### src/rtl/ssw_pkg.sv
package ssw_pkg;

    localparam int SSW_NUM_BITS = 4;
    localparam int SSW_LFSR_W   = 6;
    localparam int SSW_DATA_W   = 16;
    localparam int SSW_K_W      = 8;

    // chip slot within a frame: leading pad or register-driven
    typedef enum logic {
        PH_PAD  = 1'b0,
        PH_CODE = 1'b1
    } chip_phase_e;

    // reset seed for code idx, never zero
    function automatic logic [SSW_LFSR_W-1:0] default_seed(input int idx);
        return SSW_LFSR_W'((((idx * 13) + 5) % 63) + 1);
    endfunction

endpackage

### src/rtl/ssw_lfsr.sv
module ssw_lfsr #(
    parameter int             W        = 6,
    parameter logic [W-1:0]   RST_SEED = 1
) (
    input  logic         clk,
    input  logic         rst,
    input  logic         reload,
    input  logic [W-1:0] seed,
    input  logic         advance,
    output logic         chip
);

    logic [W-1:0] state_q;
    logic [W-1:0] state_eff;
    logic [W-1:0] state_nxt;

    always_comb begin
        state_eff = reload ? seed : state_q;
        chip      = state_eff[0];
        state_nxt = advance ? {state_eff[0] ^ state_eff[1], state_eff[W-1:1]} : state_eff;
    end

    always_ff @(posedge clk) begin
        if (rst) state_q <= RST_SEED;
        else     state_q <= state_nxt;
    end

    AST_LFSR_NONZERO: assert property (@(posedge clk) disable iff (rst)
        state_q != '0);

    AST_LFSR_HOLD: assert property (@(posedge clk) disable iff (rst)
        (!reload && !advance) |=> $stable(state_q));

endmodule

### src/rtl/ssw_code_mix.sv
module ssw_code_mix #(
    parameter int NB    = 4,
    parameter int WGT_W = 4
) (
    input  logic                    clk,
    input  logic                    rst,
    input  logic [NB-1:0]           chips,
    input  logic [NB-1:0]           wm,
    output logic signed [WGT_W-1:0] weight
);

    localparam logic signed [WGT_W-1:0] PLUS_ONE  = WGT_W'(1);
    localparam logic signed [WGT_W-1:0] MINUS_ONE = -WGT_W'(1);

    logic signed [WGT_W-1:0] grp_zero;
    logic signed [WGT_W-1:0] grp_one;

    always_comb begin
        grp_zero = '0;
        grp_one  = '0;
        for (int i = 0; i < NB; i++) begin
            if (wm[i]) grp_one  = grp_one  + (chips[i] ? PLUS_ONE : MINUS_ONE);
            else       grp_zero = grp_zero + (chips[i] ? PLUS_ONE : MINUS_ONE);
        end
        weight = grp_zero - grp_one;
    end

    AST_WEIGHT_RANGE: assert property (@(posedge clk) disable iff (rst)
        (weight <= NB) && (weight >= -NB));

    AST_WEIGHT_PARITY: assert property (@(posedge clk) disable iff (rst)
        weight[0] == 1'(NB % 2));

endmodule

### src/rtl/ssw_embed_sat.sv
module ssw_embed_sat #(
    parameter int DATA_W = 16,
    parameter int K_W    = 8,
    parameter int WGT_W  = 4
) (
    input  logic                     clk,
    input  logic                     rst,
    input  logic                     in_valid,
    input  logic signed [DATA_W-1:0] in_data,
    input  logic [K_W-1:0]           k,
    input  logic signed [WGT_W-1:0]  weight,
    output logic                     out_valid,
    output logic signed [DATA_W-1:0] out_data
);

    localparam int PROD_W = WGT_W + K_W + 1;
    localparam int SUM_W  = ((DATA_W > PROD_W) ? DATA_W : PROD_W) + 1;
    localparam logic signed [SUM_W-1:0]  MAX_S = SUM_W'((1 <<< (DATA_W - 1)) - 1);
    localparam logic signed [SUM_W-1:0]  MIN_S = -SUM_W'(1 <<< (DATA_W - 1));
    localparam logic signed [DATA_W-1:0] MAX_D = MAX_S[DATA_W-1:0];
    localparam logic signed [DATA_W-1:0] MIN_D = MIN_S[DATA_W-1:0];

    logic signed [K_W:0]        k_s;
    logic signed [PROD_W-1:0]   prod;
    logic signed [SUM_W-1:0]    sum;
    logic signed [DATA_W-1:0]   sat;

    always_comb begin
        k_s  = $signed({1'b0, k});
        prod = PROD_W'(weight) * PROD_W'(k_s);
        sum  = SUM_W'(in_data) + SUM_W'(prod);
        if (sum > MAX_S)      sat = MAX_D;
        else if (sum < MIN_S) sat = MIN_D;
        else                  sat = sum[DATA_W-1:0];
    end

    always_ff @(posedge clk) begin
        if (rst) begin
            out_valid <= 1'b0;
            out_data  <= '0;
        end else begin
            out_valid <= in_valid;
            out_data  <= in_valid ? sat : '0;
        end
    end

    AST_SAT_HIGH: assert property (@(posedge clk) disable iff (rst)
        (in_valid && (sum > MAX_S)) |=> (out_data == MAX_D));

    AST_SAT_LOW: assert property (@(posedge clk) disable iff (rst)
        (in_valid && (sum < MIN_S)) |=> (out_data == MIN_D));

    AST_IDLE_ZERO: assert property (@(posedge clk) disable iff (rst)
        !in_valid |=> (!out_valid && (out_data == '0)));

    AST_K_ZERO_PASS: assert property (@(posedge clk) disable iff (rst)
        (in_valid && (k == '0)) |=> (out_data == $past(in_data)));

endmodule

### src/rtl/ssw_embedder.sv
module ssw_embedder
    import ssw_pkg::*;
#(
    parameter int NUM_BITS = SSW_NUM_BITS,
    parameter int LFSR_W   = SSW_LFSR_W,
    parameter int DATA_W   = SSW_DATA_W,
    parameter int K_W      = SSW_K_W,
    localparam int SEED_BUS_W = NUM_BITS * LFSR_W
) (
    input  logic                     clk,
    input  logic                     rst,
    input  logic                     frame_start,
    input  logic                     seed_wr,
    input  logic [SEED_BUS_W-1:0]    seed_bus,
    input  logic [NUM_BITS-1:0]      wm_bits,
    input  logic [K_W-1:0]           mod_k,
    input  logic                     coef_valid,
    input  logic signed [DATA_W-1:0] coef_data,
    output logic                     emb_valid,
    output logic signed [DATA_W-1:0] emb_data
);

    localparam int IDX_W = LFSR_W;
    localparam int WGT_W = $clog2(NUM_BITS + 1) + 1;

    logic [NUM_BITS-1:0][LFSR_W-1:0] seed_q;
    logic [NUM_BITS-1:0]             wm_q, wm_eff;
    logic [K_W-1:0]                  k_q, k_eff;
    logic [IDX_W-1:0]                idx_q, idx_eff;
    chip_phase_e                     phase;
    logic [NUM_BITS-1:0]             chips_raw, chips_used;
    logic                            step_en;
    logic signed [WGT_W-1:0]         weight;

    // frame context: strobe wins over stored values in its own cycle
    always_comb begin
        wm_eff     = frame_start ? wm_bits : wm_q;
        k_eff      = frame_start ? mod_k   : k_q;
        idx_eff    = frame_start ? '0      : idx_q;
        phase      = (idx_eff == '0) ? PH_PAD : PH_CODE;
        step_en    = coef_valid && (phase == PH_CODE);
        chips_used = (phase == PH_PAD) ? '0 : chips_raw;
    end

    always_ff @(posedge clk) begin
        if (rst) begin
            wm_q  <= '0;
            k_q   <= '0;
            idx_q <= '0;
        end else begin
            wm_q  <= wm_eff;
            k_q   <= k_eff;
            idx_q <= coef_valid ? idx_eff + IDX_W'(1) : idx_eff;
        end
    end

    for (genvar g = 0; g < NUM_BITS; g++) begin : g_code
        localparam logic [LFSR_W-1:0] RST_SEED = LFSR_W'(default_seed(g));
        logic [LFSR_W-1:0] wr_val;

        assign wr_val = seed_bus[g*LFSR_W +: LFSR_W];

        always_ff @(posedge clk) begin
            if (rst)          seed_q[g] <= RST_SEED;
            else if (seed_wr) seed_q[g] <= (wr_val == '0) ? LFSR_W'(1) : wr_val;
        end

        ssw_lfsr #(
            .W        (LFSR_W),
            .RST_SEED (RST_SEED)
        ) u_lfsr (
            .clk     (clk),
            .rst     (rst),
            .reload  (frame_start),
            .seed    (seed_q[g]),
            .advance (step_en),
            .chip    (chips_raw[g])
        );

        AST_SEED_NONZERO: assert property (@(posedge clk) disable iff (rst)
            seed_q[g] != '0);
    end

    ssw_code_mix #(
        .NB    (NUM_BITS),
        .WGT_W (WGT_W)
    ) u_mix (
        .clk    (clk),
        .rst    (rst),
        .chips  (chips_used),
        .wm     (wm_eff),
        .weight (weight)
    );

    ssw_embed_sat #(
        .DATA_W (DATA_W),
        .K_W    (K_W),
        .WGT_W  (WGT_W)
    ) u_embed (
        .clk       (clk),
        .rst       (rst),
        .in_valid  (coef_valid),
        .in_data   (coef_data),
        .k         (k_eff),
        .weight    (weight),
        .out_valid (emb_valid),
        .out_data  (emb_data)
    );

    AST_STROBE_IDX_VALID: assert property (@(posedge clk) disable iff (rst)
        (frame_start && coef_valid) |=> (idx_q == IDX_W'(1)));

    AST_STROBE_IDX_IDLE: assert property (@(posedge clk) disable iff (rst)
        (frame_start && !coef_valid) |=> (idx_q == '0));

    AST_IDX_HOLD: assert property (@(posedge clk) disable iff (rst)
        (!frame_start && !coef_valid) |=> $stable(idx_q));

    AST_CTX_HOLD: assert property (@(posedge clk) disable iff (rst)
        !frame_start |=> ($stable(wm_q) && $stable(k_q)));

endmodule

### config.mk
export PLATFORM = sky130hd
export DESIGN_NAME = ssw_embedder
export DESIGN_NICKNAME = d
export VERILOG_FILES = /design/src/rtl/ssw_pkg.sv /design/src/rtl/ssw_lfsr.sv /design/src/rtl/ssw_code_mix.sv /design/src/rtl/ssw_embed_sat.sv /design/src/rtl/ssw_embedder.sv
export SDC_FILE = /design/constraint.sdc
export NUM_CORES = 1
export LEC_CHECK = 0
export BUFFER_PORTS_ARGS = -buffer_cell sky130_fd_sc_hd__clkbuf_2
export CAP_MARGIN = 20
export CELL_PAD_IN_SITES_DETAIL_PLACEMENT = 1
export CELL_PAD_IN_SITES_GLOBAL_PLACEMENT = 1
export CORE_MARGIN = 2
export CORE_UTILIZATION = 31
export CTS_CLUSTER_DIAMETER = 80
export DETAILED_ROUTE_END_ITERATION = 8
export PLACE_DENSITY = 0.65
export SYNTH_ARGS = -nofsm -noshare
export SYNTH_HDL_FRONTEND = slang
export SYNTH_SLANG_ARGS = --single-unit
export TNS_END_PERCENT = 5
### constraint.sdc
create_clock -name clk -period 23 [get_ports clk]
set_clock_uncertainty 0.15 [all_clocks]
set_input_delay 1.15 -clock clk [delete_from_list [all_inputs] [get_ports clk]]
set_output_delay 1.15 -clock clk [all_outputs]
set_load 0.05 [all_outputs]
==> results.yml, run 1 <==
layout:
  area_delta_synth_final_pct: 14.6
  nets: 826
  antenna_cells: 0
  drive_above_1_share: 0.214
synth:
  yosysTopAreaCell: "dfxtp_1"
  synthTopCellsByArea: "dfxtp_1 28%, fa_1 11%, ha_1 10%"
  yosysMostFrequentCell: "dfxtp_1"
  netlist_top_cells_count: "83 x dfxtp_1, 79 x nor2_1, 64 x inv_1"
  synth_flop_cell: "dfxtp_1"
  netlist_area_um2: 6010
  yosysUniqueCellTypes: 61
  avgSynthCellArea_um2: 9.54
  syn_inst: 630
  yosysWarnings: 0
  ys_seq_area_frac: 0.276
  yosys_register_bits: 83
  synth_edf_count: 0
  synth_fp_nets: 768
  synth_top_cell_area_share: 0.276
  async_flop_share: 0
setup_path:
  crit_slowest_cell: "buf_4"
  path_max_fanout: 53
  r2r-start: "idx_q[0]$_SDFF_PP0_"
  crit_type: "in -> reg"
  rrSetupSlack_ns: 12.87
  start_kind: "input port"
  crit_top_cell: "fa_1"
  max_stage_delay_ns: 0.61
  cp-end-kind: "flip-flop"
  worstPathArrival_ns: 11.34
  startpoint: "frame_start"
  critical_path_required_ns: 23.10
timing:
  tightest_slew_ns: 1.11
  hold_viol: 0
  finalCritPeriodShare: 0.489
  fmax_mhz: 88.9
  grt_setup_unrepaired: "no"
  setup_violations: 0
  maxSlewHeadroom: 0.260
  tns_ns: 0
  slew_viol_final: 0
  fin_crit_ns: 11.24
clock_network:
  cts_resized: 0
  insertion_delay_ns: 0.35
  htree_levels: 3
  cts_made_buffers: 9
  cts_root_buf: "clkbuf_16"
  post_cts_buffers: 0
  cts_sinks: 83
  cts_hold_buffers: 0
  path_clk_slew_ns: 0.07
  cts_max_path_buffers: 2
  cts_tree: "yes"
route:
  drt-initial-drc-count: 196
  vias: 4663
  first_pass_iters: 4
  postRouteAntennaNets: 0
  drc: 0
  wl_per_cell_um: 15.9
  avgViaCountPerCell: 4.89
  wl_mm: 15.2
floorplan:
  ioPinCount: 74
  rows: 50
  die-width_um: 143
  coreArea_um2: 18900
  dieArea_um2: 20500
  die_h_um: 143
  initial_core_util: 0.318
grt:
  grt_pass1_vias: 5040
  grt.overflow.total: 0
  grt_max_degree: 68
  antenna_found_initial: 0
  grt_util_all_layers: 0.155
  grt_pass1_wl_mm: 25.1
hold_path:
  holdCritPathClass: "reg -> reg"
  hold_start: "seed_q[0]$_SDFFE_PP0P_"
status:
  status: "complete, no violations"
placed_design:
  routabilityCongestion: 0.850
  portBuffers: 73
  dp_hpwl_mm: 12.0
job:
  cap_violations: 0
[cell families (layout without fill, tap and decap cells)]
logic type / count (synthesis) / in the layout / synth area share
fa+ha+maj: 81 / 81 / 0.209
mux: 57 / 57 / 0.124
flops: 83 / 83 / 0.276
compound gates: 100 / 100 / 0.125
xor+xnor: 32 / 32 / 0.0512
simple gates: 183 / 183 / 0.152
buf+inv: 94 / 157 / 0.0631
[path summary, 6_finish.rpt]
path / to / cells after the start
hold reg to reg: seed_q[0]$_SDFFE_PP0P_ / 2
setup / recovery: u_embed.out_data[3]$_SDFF_PP0_ / 35
hold / removal: seed_q[0]$_SDFFE_PP0P_ / 2
setup reg to reg: u_embed.out_data[3]$_SDFF_PP0_ / 32
[sequential cells by signal, indices dropped and copies added, names as in the netlist]
signal and cells:
u_embed.out_data 16, u_embed.out_valid 1, seed_q 24, k_q 8, g_code.u_lfsr.state_q 24, wm_q 4, idx_q 6
[worst max-delay path, delay by kind of cell]
family | cells | cell delay [ns]
compound gates | 11 | 2.88
xor+xnor | 2 | 0.31
fa+ha+maj | 9 | 3.94
buf+inv | 5 | 0.93
mux | 1 | 0.31
simple gates | 7 | 1.79
[layer usage]
| metal | vias to the layer above | share of wire | track usage |
|---|---|---|---|
| met3 | 19 | 0.029 | 0.0255 |
| met4 | 0 | 0.015 | 0.0449 |
| met5 | - | 0 | 0 |
| li1 | 2265 | - | - |
| met2 | 60 | 0.53 | 0.289 |
| met1 | 2319 | 0.42 | 0.181 |
[layout by cell type, fill, tap and decap left out, types with 20 or more instances in the layout]
cell type,count
clkbuf_2,73
mux2i_1,38
a21oi_1,20
inv_1,64
nor2b_1,20
xnor2_1,22
dfxtp_1,83
nand2_1,24
nor2_1,79
fa_1,32
ha_1,49
[stage by stage]
step	cells	setup WS, ns	hold slack, ns	utilization	cell area, um2
after floorplan	630	12.60	0.304	-	6010
after global placement	937	11.70	0.323	0.349	6590
after detailed placement	937	11.33	0.356	0.349	6590
after CTS	953	11.64	0.373	0.365	6890
after global routing	953	10.99	0.415	0.365	6890
final	953	11.76	0.369	0.365	6890
[cell type report]
| class | count | area (um2) |
|---|---|---|
| tap | 260 | 325 |
| timing repair buffer | 76 | 388 |
| fill | 2254 | 12000 |
| multi-input combinational | 453 | 3970 |
| clock inverter | 7 | 73.8 |
| inverter | 65 | 244 |
| clock buffer | 9 | 225 |
| sequential | 83 | 1660 |
Power of run 1 is not shown: default switching activity piles up to over one toggle a cycle in this logic, so the estimate is an artifact.
==> run 2, diff against run 1 <==
- clock period: 23 -> 11.5 ns (I/O delays scaled with it)
==> results.yml, run 2 (synthesis gave the netlist of run 1 again) <==
status:
  status: "complete, no violations"
setup_path:
  path_buf_inv: 5
  cp-end-kind: "flip-flop"
  critical_path_required_ns: 11.59
  path_max_fanout: 19
  rrSetupSlack_ns: 1.46
  worstPathArrival_ns: 10.42
  start_kind: "input port"
  r2r-start: "idx_q[0]$_SDFF_PP0_"
  crit_top_cell: "fa_1"
  crit_slowest_cell: "o41ai_2"
  worstRegToRegCells: 32
  path_delay_family: "adder cells"
  max_stage_delay_ns: 0.56
  r2r-end: "u_embed.out_data[2]$_SDFF_PP0_"
  crit_type: "in -> reg"
route:
  met3WireLength_um: 409
  first_pass_iters: 4
  vias: 4614
  wl_mm: 14.7
  wl_met2_mm: 7.56
  postRouteAntennaNets: 0
  drc: 0
  avgViaCountPerCell: 4.84
  wl_met1_mm: 6.48
  wl_per_cell_um: 15.4
  drt-initial-drc-count: 74
  routed.top_layer: "met4"
hold_path:
  holdCritPathClass: "in -> reg"
  min_to: "seed_q[10]$_SDFFE_PP1P_"
  hold_start: "seed_bus[10]"
  whs_path_depth: 2
clock_network:
  post_cts_buffers: 0
  htree_levels: 3
  cts_made_buffers: 9
  cts_hold_buffers: 0
  cts_max_path_buffers: 2
  cts_resized: 0
  insertion_delay_ns: 0.35
  cts_sinks: 83
  cts_tree: "yes"
  path_clk_slew_ns: 0.06
  cts_root_buf: "clkbuf_16"
layout:
  nets: 828
  area_delta_synth_final_pct: 14.7
  antenna_cells: 0
  multiInputGateArea_um2: 3970
  seqCellArea_um2: 1660
  layout_commonest_cell: "dfxtp_1"
  final_util: 0.365
  mostFrequentLayoutCells: "83 x dfxtp_1, 79 x nor2_1, 73 x clkbuf_2"
  drive_above_1_share: 0.215
  fin_cells: 954
  nFillCells: 2227
  reg_top3: "g_code.u_lfsr.state_q: 24 flops, seed_q: 24 flops, u_embed.out_data: 16 flops"
timing:
  slew_viol_final: 0
  tightest_slew_ns: 0.902
  tns_ns: 0
  setup_violations: 0
  fin_crit_ns: 10.33
  hold_viol: 0
  maxSlewHeadroom: 0.399
  fmax_mhz: 96.8
  grt_setup_unrepaired: "no"
  finalCritPeriodShare: 0.898
floorplan:
  dieArea_um2: 20500
  coreArea_um2: 18900
  die-width_um: 143
  initial_core_util: 0.318
  die_h_um: 143
  ioPinCount: 74
  rows: 50
grt:
  grt_max_degree: 68
  antenna_found_initial: 0
  grt_pass1_wl_mm: 24.5
  grt_util_all_layers: 0.151
  grt.overflow.total: 0
  grt_pass1_vias: 5057
placed_design:
  portBuffers: 73
  dp_hpwl_mm: 11.5
  dpl.cell_count: 938
  routabilityCongestion: 0.842
job:
  cap_violations: 0
## run 2: area by class of cell
type	count	share of cell area
clock buffers	9	0.0327
clock inverters	6	0.00944
inverters	65	0.0354
multi-input cells	453	0.576
flip-flops and latches	83	0.241
well taps	260	0.0472
repair buffers	78	0.0584
## run 2: through the flow
stage / cell area [um2] / hold slack, ns / worst slack (ns)
after CTS: 6890 / 0.288 / 1.08
final: 6900 / 0.299 / 1.17
after floorplan: 6010 / 0.304 / 1.67
after global routing: 6900 / 0.304 / 0.363
after global placement: 6600 / 0.323 / 1.03
after detailed placement: 6600 / 0.353 / 0.746
## run 2: worst max-delay path by stage
stage | endpoint | slack, ns | cells after the start | from
after floorplan | u_embed.out_data[10]$_SDFF_PP0_ | 1.67 | 36 | frame_start
after global placement | u_embed.out_data[0]$_SDFF_PP0_ | 1.03 | 33 | frame_start
after detailed placement | u_embed.out_data[3]$_SDFF_PP0_ | 0.75 | 33 | frame_start
after CTS | u_embed.out_data[2]$_SDFF_PP0_ | 1.08 | 33 | frame_start
after global routing | u_embed.out_data[0]$_SDFF_PP0_ | 0.36 | 33 | frame_start
final | u_embed.out_data[2]$_SDFF_PP0_ | 1.17 | 33 | frame_start
## run 2: metal layers
| layer | global-route usage | up-vias |
|---|---|---|
| met5 | 0 | - |
| met4 | 0.0439 | 0 |
| met3 | 0.0265 | 13 |
| met2 | 0.275 | 55 |
| met1 | 0.181 | 2274 |
| li1 | - | 2272 |
Power of run 2 is left out for the same reason.
